`src/rtl/mt_pkg.sv`:
```
package mt_pkg;
  localparam int unsigned DW = 16;
  localparam int unsigned FLAG_BIT = 7;
  localparam int unsigned IE_BIT = 6;
  localparam int unsigned SEL_W = 2;

  typedef enum logic [1:0] {
    REG_CTRL  = 2'd0,
    REG_COUNT = 2'd1,
    REG_MATCH = 2'd2,
    REG_NONE  = 2'd3
  } reg_sel_e;
endpackage

```
`src/rtl/mt_prescaler.sv`:
```
module mt_prescaler #(
  parameter int unsigned SEL_W    = 2,
  parameter int unsigned BASE_LOG = 3,
  parameter int unsigned STEP_LOG = 2
) (
  input  logic             clk,
  input  logic             rst_n,
  input  logic [SEL_W-1:0] sel,
  output logic             tick
);
  localparam int unsigned NTAP  = 1 << SEL_W;
  localparam int unsigned PRE_W = BASE_LOG + STEP_LOG * (NTAP - 1);

  logic [PRE_W-1:0] pre_q, pre_d;
  logic [NTAP-1:0]  tap;

  always_comb pre_d = pre_q + 1'b1;

  always_ff @(posedge clk or negedge rst_n) begin
    if (!rst_n) pre_q <= '0;
    else        pre_q <= pre_d;
  end

  // each tap fires when its low-order prescaler bits are all ones
  for (genvar i = 0; i < NTAP; i++) begin : g_tap
    localparam logic [PRE_W-1:0] MASK = PRE_W'((1 << (BASE_LOG + STEP_LOG * i)) - 1);
    assign tap[i] = ((pre_q & MASK) == MASK);
  end

  assign tick = tap[sel];
endmodule

```
`src/rtl/mt_count_cmp.sv`:
```
module mt_count_cmp #(
  parameter int unsigned DW = 16,
  parameter logic [DW-1:0] CMP_RST = '1
) (
  input  logic          clk,
  input  logic          rst_n,
  input  logic          tick_en,
  input  logic          wr_cnt,
  input  logic          wr_cmp,
  input  logic [DW-1:0] wdata,
  output logic [DW-1:0] cnt_q,
  output logic [DW-1:0] cmp_q,
  output logic          match
);
  logic [DW-1:0] cnt_d, cmp_d;
  logic          equal;

  assign equal = (cnt_q == cmp_q);
  // a bus write to the counter suppresses the tick and its match
  assign match = tick_en && equal && !wr_cnt;

  always_comb begin
    cnt_d = cnt_q;
    if (wr_cnt)       cnt_d = wdata;
    else if (tick_en) cnt_d = equal ? '0 : cnt_q + 1'b1;
  end

  always_comb begin
    cmp_d = cmp_q;
    if (wr_cmp) cmp_d = wdata;
  end

  always_ff @(posedge clk or negedge rst_n) begin
    if (!rst_n) begin
      cnt_q <= '0;
      cmp_q <= CMP_RST;
    end else begin
      cnt_q <= cnt_d;
      cmp_q <= cmp_d;
    end
  end
endmodule

```
`src/rtl/mt_match_flag.sv`:
```
module mt_match_flag (
  input  logic clk,
  input  logic rst_n,
  input  logic match,
  input  logic rd_ctrl,
  input  logic wr_ctrl,
  input  logic wr_flag_bit,
  input  logic xfer_clr,
  input  logic ie,
  output logic flag_q,
  output logic armed_q,
  output logic irq
);
  logic flag_d, armed_d, clr_req;

  assign clr_req = (wr_ctrl && !wr_flag_bit && armed_q) || xfer_clr;

  always_comb begin
    flag_d  = flag_q;
    armed_d = armed_q;
    if (rd_ctrl && flag_q) armed_d = 1'b1;
    if (clr_req) begin
      flag_d  = 1'b0;
      armed_d = 1'b0;
    end
    // a new match wins over any clear and voids a pending read
    if (match) begin
      flag_d  = 1'b1;
      armed_d = 1'b0;
    end
  end

  always_ff @(posedge clk or negedge rst_n) begin
    if (!rst_n) begin
      flag_q  <= 1'b0;
      armed_q <= 1'b0;
    end else begin
      flag_q  <= flag_d;
      armed_q <= armed_d;
    end
  end

  assign irq = flag_q & ie;
endmodule

```
`src/rtl/mt_channel.sv`:
```
module mt_channel
  import mt_pkg::*;
(
  input  logic          clk,
  input  logic          rst_n,
  input  logic          bus_sel,
  input  logic          bus_wr,
  input  logic [1:0]    bus_addr,
  input  logic [DW-1:0] bus_wdata,
  output logic [DW-1:0] bus_rdata,
  input  logic          run_en,
  input  logic          xfer_clr,
  output logic          irq_o
);
  logic [1:0]       rst_sync_q;
  logic             rst_q_n;
  reg_sel_e         rsel;
  logic             wr_ctrl, rd_ctrl, wr_cnt, wr_cmp;
  logic             ie_q, ie_d;
  logic [SEL_W-1:0] cks_q, cks_d;
  logic             tick, tick_en, match;
  logic [DW-1:0]    cnt_q, cmp_q;
  logic             flag_q, armed_q;

  always_ff @(posedge clk or negedge rst_n) begin
    if (!rst_n) rst_sync_q <= 2'b00;
    else        rst_sync_q <= {rst_sync_q[0], 1'b1};
  end
  assign rst_q_n = rst_sync_q[1];

  assign rsel    = reg_sel_e'(bus_addr);
  assign wr_ctrl = bus_sel &&  bus_wr && (rsel == REG_CTRL);
  assign rd_ctrl = bus_sel && !bus_wr && (rsel == REG_CTRL);
  assign wr_cnt  = bus_sel &&  bus_wr && (rsel == REG_COUNT);
  assign wr_cmp  = bus_sel &&  bus_wr && (rsel == REG_MATCH);

  always_comb begin
    ie_d  = ie_q;
    cks_d = cks_q;
    if (wr_ctrl) begin
      ie_d  = bus_wdata[IE_BIT];
      cks_d = bus_wdata[SEL_W-1:0];
    end
  end

  always_ff @(posedge clk or negedge rst_q_n) begin
    if (!rst_q_n) begin
      ie_q  <= 1'b0;
      cks_q <= '0;
    end else begin
      ie_q  <= ie_d;
      cks_q <= cks_d;
    end
  end

  mt_prescaler #(.SEL_W(SEL_W), .BASE_LOG(3), .STEP_LOG(2)) u_pre (
    .clk  (clk),
    .rst_n(rst_q_n),
    .sel  (cks_q),
    .tick (tick)
  );

  assign tick_en = tick && run_en;

  mt_count_cmp #(.DW(DW), .CMP_RST('1)) u_cnt (
    .clk    (clk),
    .rst_n  (rst_q_n),
    .tick_en(tick_en),
    .wr_cnt (wr_cnt),
    .wr_cmp (wr_cmp),
    .wdata  (bus_wdata),
    .cnt_q  (cnt_q),
    .cmp_q  (cmp_q),
    .match  (match)
  );

  mt_match_flag u_flag (
    .clk        (clk),
    .rst_n      (rst_q_n),
    .match      (match),
    .rd_ctrl    (rd_ctrl),
    .wr_ctrl    (wr_ctrl),
    .wr_flag_bit(bus_wdata[FLAG_BIT]),
    .xfer_clr   (xfer_clr),
    .ie         (ie_q),
    .flag_q     (flag_q),
    .armed_q    (armed_q),
    .irq        (irq_o)
  );

  always_comb begin
    bus_rdata = '0;
    unique case (rsel)
      REG_CTRL: begin
        bus_rdata[FLAG_BIT]  = flag_q;
        bus_rdata[IE_BIT]    = ie_q;
        bus_rdata[SEL_W-1:0] = cks_q;
      end
      REG_COUNT: bus_rdata = cnt_q;
      REG_MATCH: bus_rdata = cmp_q;
      REG_NONE:  bus_rdata = '0;
    endcase
  end
endmodule

```
`config.mk`:
```
export PLATFORM = sky130hd
export DESIGN_NAME = mt_channel
export DESIGN_NICKNAME = d
export VERILOG_FILES = /design/src/rtl/mt_pkg.sv /design/src/rtl/mt_prescaler.sv /design/src/rtl/mt_count_cmp.sv /design/src/rtl/mt_match_flag.sv /design/src/rtl/mt_channel.sv
export SDC_FILE = /design/constraint.sdc
export NUM_CORES = 1
export LEC_CHECK = 0
export ABC_AREA = 0
export CELL_PAD_IN_SITES_DETAIL_PLACEMENT = 0
export CELL_PAD_IN_SITES_GLOBAL_PLACEMENT = 1
export CORE_UTILIZATION = 35
export CTS_CLUSTER_SIZE = 25
export DETAILED_ROUTE_END_ITERATION = 12
export DONT_BUFFER_PORTS = 1
export PLACE_DENSITY_LB_ADDON = 0.3
export RECOVER_POWER = 50
export SYNTH_ARGS = -nofsm -noshare
export SYNTH_HDL_FRONTEND = slang
export SYNTH_SLANG_ARGS = --single-unit
```
`constraint.sdc`:
```
create_clock -name clk -period 2.26 [get_ports clk]
set_input_delay 0.452 -clock clk [delete_from_list [all_inputs] [get_ports clk]]
set_output_delay 0.452 -clock clk [all_outputs]
set_load 0.05 [all_outputs]
```
# --- Yosys cells after proc, flatten, opt, wreduce, memory -nomap -nowiden ---
# Cells that the tools add are included.
word_totals:
  register_bits: 48
  latch_bits: 0
  mem_bits_rw: 0
  romBits: 0
  wordCells: 54
  mem_count: 0
classes:
  n_addsub: 2
  mul: 0
  n_div: 0
  magnitude_cmp: 1
  n_eq_ne: 8
  shifts: 0
  n_mux: 14
  bitwise_logic: 1
  n_reduce_logical: 20
op_table:
  columns: ["op", "count"]
  rows:
  - ["16-bit two-way mux", 3]
  - ["16-bit by 1-bit adder with 16-bit output (second input constant)", 1]
  - ["16-bit == test", 1]
  - ["2-bit case mux with 4 select lines", 2]
  - ["8-bit case mux with 2 select lines", 1]
  - ["1-bit logical AND", 12]
  - ["9-bit by 1-bit adder with 9-bit output (second input constant)", 1]
  - ["9-bit == test (second input constant)", 1]
  - ["4-bit case mux with 2 select lines", 1]
  - ["7-bit == test (second input constant)", 1]
  - ["1-bit two-way mux", 6]
  - ["5-bit == test (second input constant)", 1]
  - ["2-bit == test (second input constant)", 2]
  - ["2-bit nonzero test", 2]
  - ["3-bit == test (second input constant)", 1]
  - ["1-bit zero test", 3]
  - ["2-bit by 3-bit less-than comparator with 1-bit output (second input constant)", 1]
  - ["3-bit nonzero test", 1]
  - ["1-bit binary-select mux with 2-bit select", 1]
  - ["2-bit by 1-bit == test with 1-bit output (second input constant)", 1]
  - ["2-bit zero test", 1]
  - ["1-bit bitwise AND", 1]
  - ["1-bit logical OR", 1]

# --- Longest topological paths before layout ---
depth:
  depth_word: 7
  depth_mapped: 11

# --- Modules after synthesis ---
# A second synthesis with hierarchy kept.
unflattened:
  hier_cells: 278
  area_unflattened_um2: 2970.3
modules_own_cells:
  columns: ["module", "n_inst", "cells_each", "area_per_inst_um2", "seq_area_each_um2"]
  rows:
  - ["mt_count_cmp", 1, 178, 1923.1, 820.8]
  - ["mt_channel", 1, 62, 550.5, 125.1]
  - ["mt_prescaler", 1, 30, 400.4, 225.2]
  - ["mt_match_flag", 1, 8, 96.3, 50.0]

# --- Worst setup path after synthesis ---
# Ideal clock, no wire load.
synth_path:
  kind: "input to output"
  startpoint: "in bus_addr[1]"
  endpoint: "out bus_rdata[1]"
  arrival_ns: 2.416
  required_ns: 1.808
  slack_ns: -0.608
  cell_stages: 6
  path_buffers: 2
  cell_sequence: "inv_1 ha_1 clkbuf_1 clkbuf_1 a22oi_1 o21ai_0"
synth_between:
  elab_chain_len: 2
synth_rtl:
  columns: ["element", "line_no", "source"]
  rows:
  - ["start: declaration", "mt_channel.sv:8", "input logic [1:0] bus_addr,"]
  - ["2-bit == test (tied with other cells)", "mt_channel.sv:93", "unique case (rsel)"]
  - ["2-bit case mux with 4 select lines *", "mt_channel.sv:93", null]
  - ["end: declaration", "mt_channel.sv:10", "output logic [DW-1:0] bus_rdata,"]
# Every way passes the cells marked *; elsewhere a longest branch is shown, timed or not.

# --- Final worst setup path ---
layout_path:
  startpoint: "reg u_pre.pre_q[1]"
  endpoint: "reg u_cnt.cnt_q[15]"
layout_between:
  elab_chain_len: 5
layout_rtl:
  columns: ["element", "line_no", "source"]
  rows:
  - ["start: declaration", "mt_prescaler.sv:14", "logic [PRE_W-1:0] pre_q, pre_d;"]
  - ["start signal: assignment", "mt_prescaler.sv:21", "else pre_q <= pre_d;"]
  - ["9-bit == test (tied with other cells)", "mt_prescaler.sv:27", "assign tap[i] = ((pre_q & MASK) == MASK);"]
  - ["1-bit binary-select mux with 2-bit select *", "mt_prescaler.sv:30", "assign tick = tap[sel];"]
  - ["1-bit two-way mux (implied by the code) *", "mt_prescaler.sv:30", null]
  - ["1-bit logical AND *", "mt_channel.sv:63", "assign tick_en = tick && run_en;"]
  - ["2-bit nonzero test (no source line) *", null, null]
  - ["end signal: assignment", "mt_count_cmp.sv:38", "cnt_q <= cnt_d;"]
  - ["end: declaration", "mt_count_cmp.sv:11", "output logic [DW-1:0] cnt_q,"]
# Every way passes the cells marked *; elsewhere a longest branch is shown, timed or not. The select of a mux whose other input is x is not followed.
# A chain may end at the register's enable or synchronous reset.

==> summary.md <==
| Metric | Value |
|---|---|
| Crit path buf inv count | `1` |
| Startpoint Class | `flop` |
| P&R area growth vs syn | `22.34%` |
| Hold Fails Final Rpt | `0` |
| CTS buffer count | `5` |
| Final Cycle Share | `92.60%` |
| Drt pass-1 iters | `4` |
| Total number of H-tree levels | `2` |
| Worst Skew | `0.01098 ns` |
| Post-Syn Instances | `268` |
| Fraction of layout cells with a size suffix above 1 | `35.49%` |
| Commonest cells in the netlist | `xnor2_1 (33), dfrtp_1 (32), nand2_1 (24)` |
| Max rail drop VDD | `0.4123 mV` |
| Mapped cell area | `2829 um2` |
| Max-cap violations | `0` |
| Status | `finished, final reports clean` |
| Clk sinks | `48` |
| Unique masters post-synth | `36` |
| Final ANT Viol Nets | `0` |
| TritonCTS clock tree | `yes` |
| Die Ht | `91.91 um` |
| Maximum clock rate | `0.4778 GHz` |
| Top-Level Pins | `41` |
| CP delay by family, top | `simple AND/OR/NAND/NOR gates` |
| Global route overflow | `0` |
| Initial Utilization | `36.42%` |
| Critical path arrival | `2.30 ns` |
| Synth Net Count | `301` |
| Worst path max stage delay | `0.40 ns` |
| R2R depth | `10` |
| Clk slew on worst S/H paths | `0.10 ns` |
| Pleak | `1.367 nW` |
| Synth top area share | `28.31%` |
| Worst reg2reg setup slack | `0.17 ns` |
| Largest net degree at the start of global routing | `29` |
| Actual slew at the worst max-slew pin | `0.7927 ns` |
| Crit-path max FO | `15` |
| Post-DP HPWL | `4715 um` |
| Clock Tree Buf Depth | `2` |
| Largest area contributor in the netlist | `dfrtp_1` |
| Remaining DRCs | `0` |
| RePlAce Congestion | `0.7587` |
| Asr flop ratio synth | `100.0%` |
| Filler cells | `759` |
| Port Buffers | `0` |
| Register bit total from synthesis | `48` |
| Initial DRC count | `106` |
| Core Box Area | `7767 um2` |
| Levels on crit path | `10` |
| RSZ-0062 raised after global routing | `false` |
| Row count | `32` |
| Root Driver | `clkbuf_8` |
| Syn. warnings | `0` |
| Sum of negative setup slack | `0 ns` |
| Total power | `3.329 mW` |
| Cell mode on critical path | `ha_1` |
| Via/cell ratio | `5.038` |
| CP Data Required Time | `2.47 ns` |
| First-pass GRT wire length | `10,410 um` |
| Tightest Hold Check Type | `primary input to flop` |
| Fin crit period | `2.093 ns` |
| Post-synth EDFFs | `0` |
| Crit. End Element | `flop` |
| Synth area leaders | `dfrtp_1 (28%), dfstp_2 (15%), xnor2_1 (10%)` |
| GRT Util Overall | `16.01%` |
| # setup viols final | `0` |
| Crit-path slowest cell | `or3_4` |
| Vias in the first global route | `2,043` |
| Initial antenna violation count | `0` |
| Final net count | `325` |
| Antenna Diode Count | `0` |
| Worst skew pair latency | `0.30 ns` |
| Min-Delay Path Depth | `2` |
| WL/cell | `15.87 um` |
| Slew HR | `47.15%` |
| Most numerous cell in the Yosys netlist | `xnor2_1` |
| Die Span X | `91.91 um` |
| Sequential element share of the synthesized area | `43.17%` |
| Critical path type | `flop to flop` |
| Via count | `1,990` |
| DIE AREA | `8447 um2` |
| Ys flop type | `dfrtp_1` |
| Worst-path cell chain | `ha_1, nand3_2, nor3_2, ha_1, nand2_1, o311ai_2, o211ai_2, or3_4, buf_12, o221ai_1` |
| Pins Over Slew Limit | `0` |
| WL final | `6268 um` |
| Syn Area/Cell | `10.56 um2` |
| Cell Pwr Density | `961.9 nW/um2` |
[flip-flops by register name, summed over array words and instances (netlist names)]
name	cells
u_pre.pre_q	9
u_cnt.cmp_q	16
u_cnt.cnt_q	16
cks_q	2
u_flag.armed_q	1
rst_sync_q	2
ie_q	1
u_flag.flag_q	1
[cell type report]
cell class | instances | area (um2) | share of cell area, %
sequential | 48 | 1221 | 35.29
clock inverter | 3 | 42.54 | 1.229
multi-input combinational | 184 | 1501 | 43.38
clock buffer | 5 | 68.82 | 1.988
inverter | 22 | 82.58 | 2.386
tap | 102 | 127.6 | 3.688
timing repair buffer | 31 | 416.7 | 12.04
[logic make-up after synthesis]
family / count (synthesis) / share of synthesized area, %
AND/OR/NAND/NOR: 79 / 14.51
flip-flops: 48 / 43.17
AO/OA/AOI/OAI: 41 / 14.02
buffers and inverters: 36 / 5.706
XOR/XNOR: 34 / 10.53
multiplexers: 20 / 7.961
adder cells (fa/ha/maj): 9 / 3.981
other: 1 / 0.1326
[metrics by stage]
stage	hold slack (ns)	cells	instance area, um2	util, %	setup slack (ns)
3_3_place_gp	0.1565	383	3322	42.77	0.1049
2_1_floorplan	0.1564	268	2869	-	0.01656
5_1_grt	0.2606	395	3461	44.56	0.02337
3_5_place_dp	0.1565	383	3322	42.77	0.02418
6_report	0.2706	395	3461	44.56	0.1673
4_1_cts	0.2419	393	3451	44.43	0.03101
[per-layer routing]
metal / share of wire, % / track usage [%] / wire (um)
met5: 0 / 0 / 0
met4: 1.1 / 4.297 / 69
met3: 4.6 / 3.234 / 287
met2: 48 / 26.37 / 3018
met1: 46 / 21.37 / 2892
[path summary, 6_finish.rpt]
kind | start | endpoint
min in group asynchronous | rst_sync_q[1]$_DFF_PN0_ | u_flag.armed_q$_DFFE_PN0P_
worst max register to register | u_pre.pre_q[1]$_DFF_PN0_ | u_cnt.cnt_q[15]$_DFFE_PN0P_
worst max-delay path | u_pre.pre_q[1]$_DFF_PN0_ | u_cnt.cnt_q[15]$_DFFE_PN0P_
worst min-delay path | bus_wdata[14] | u_cnt.cnt_q[14]$_DFFE_PN0P_
worst min register to register | rst_sync_q[1]$_DFF_PN0_ | u_flag.armed_q$_DFFE_PN0P_
max in group asynchronous | rst_sync_q[1]$_DFF_PN0_ | u_cnt.cnt_q[15]$_DFFE_PN0P_
[where the power goes]
| group | internal [mW] | switching, mW | total, mW |
|---|---|---|---|
| logic | 0.673 | 0.643 | 1.32 |
| clock network | 0.328 | 0.298 | 0.625 |
| registers | 1.12 | 0.269 | 1.39 |
| total | 2.12 | 1.21 | 3.33 |
[cells in the final DEF (no fill, tap or decap), drive strengths merged, types with 13 or more instances in the layout]
master / synthesis / final
xnor2: 33 / 33
a22oi: 16 / 16
nand2: 24 / 24
nand3: 13 / 13
inv: 22 / 22
o221ai: 15 / 15
dfstp: 16 / 16
mux2: 20 / 20
dfrtp: 32 / 32
buf: 4 / 28
[repair_timing]
action | in CTS | in global routing
setup endpoints to repair | 1 | 15
resized for setup | 0 | 3
endpoints found under the hold margin | 2 | 0
pin swaps | 0 | 1
buffers inserted | 1 | 2
hold buffers | 1 | 0
cloned | 0 | 0
[worst register-to-register path, stage by stage (launching register included)]
cell and delay, ns:
dfrtp_1 0.38, ha_1 0.19, nand3_2 0.11, nor3_2 0.12
ha_1 0.16, nand2_1 0.06, o311ai_2 0.09, o211ai_2 0.15
or3_4 0.40, buf_12 0.16, o221ai_1 0.19
Power figures use the tool's default switching activity.
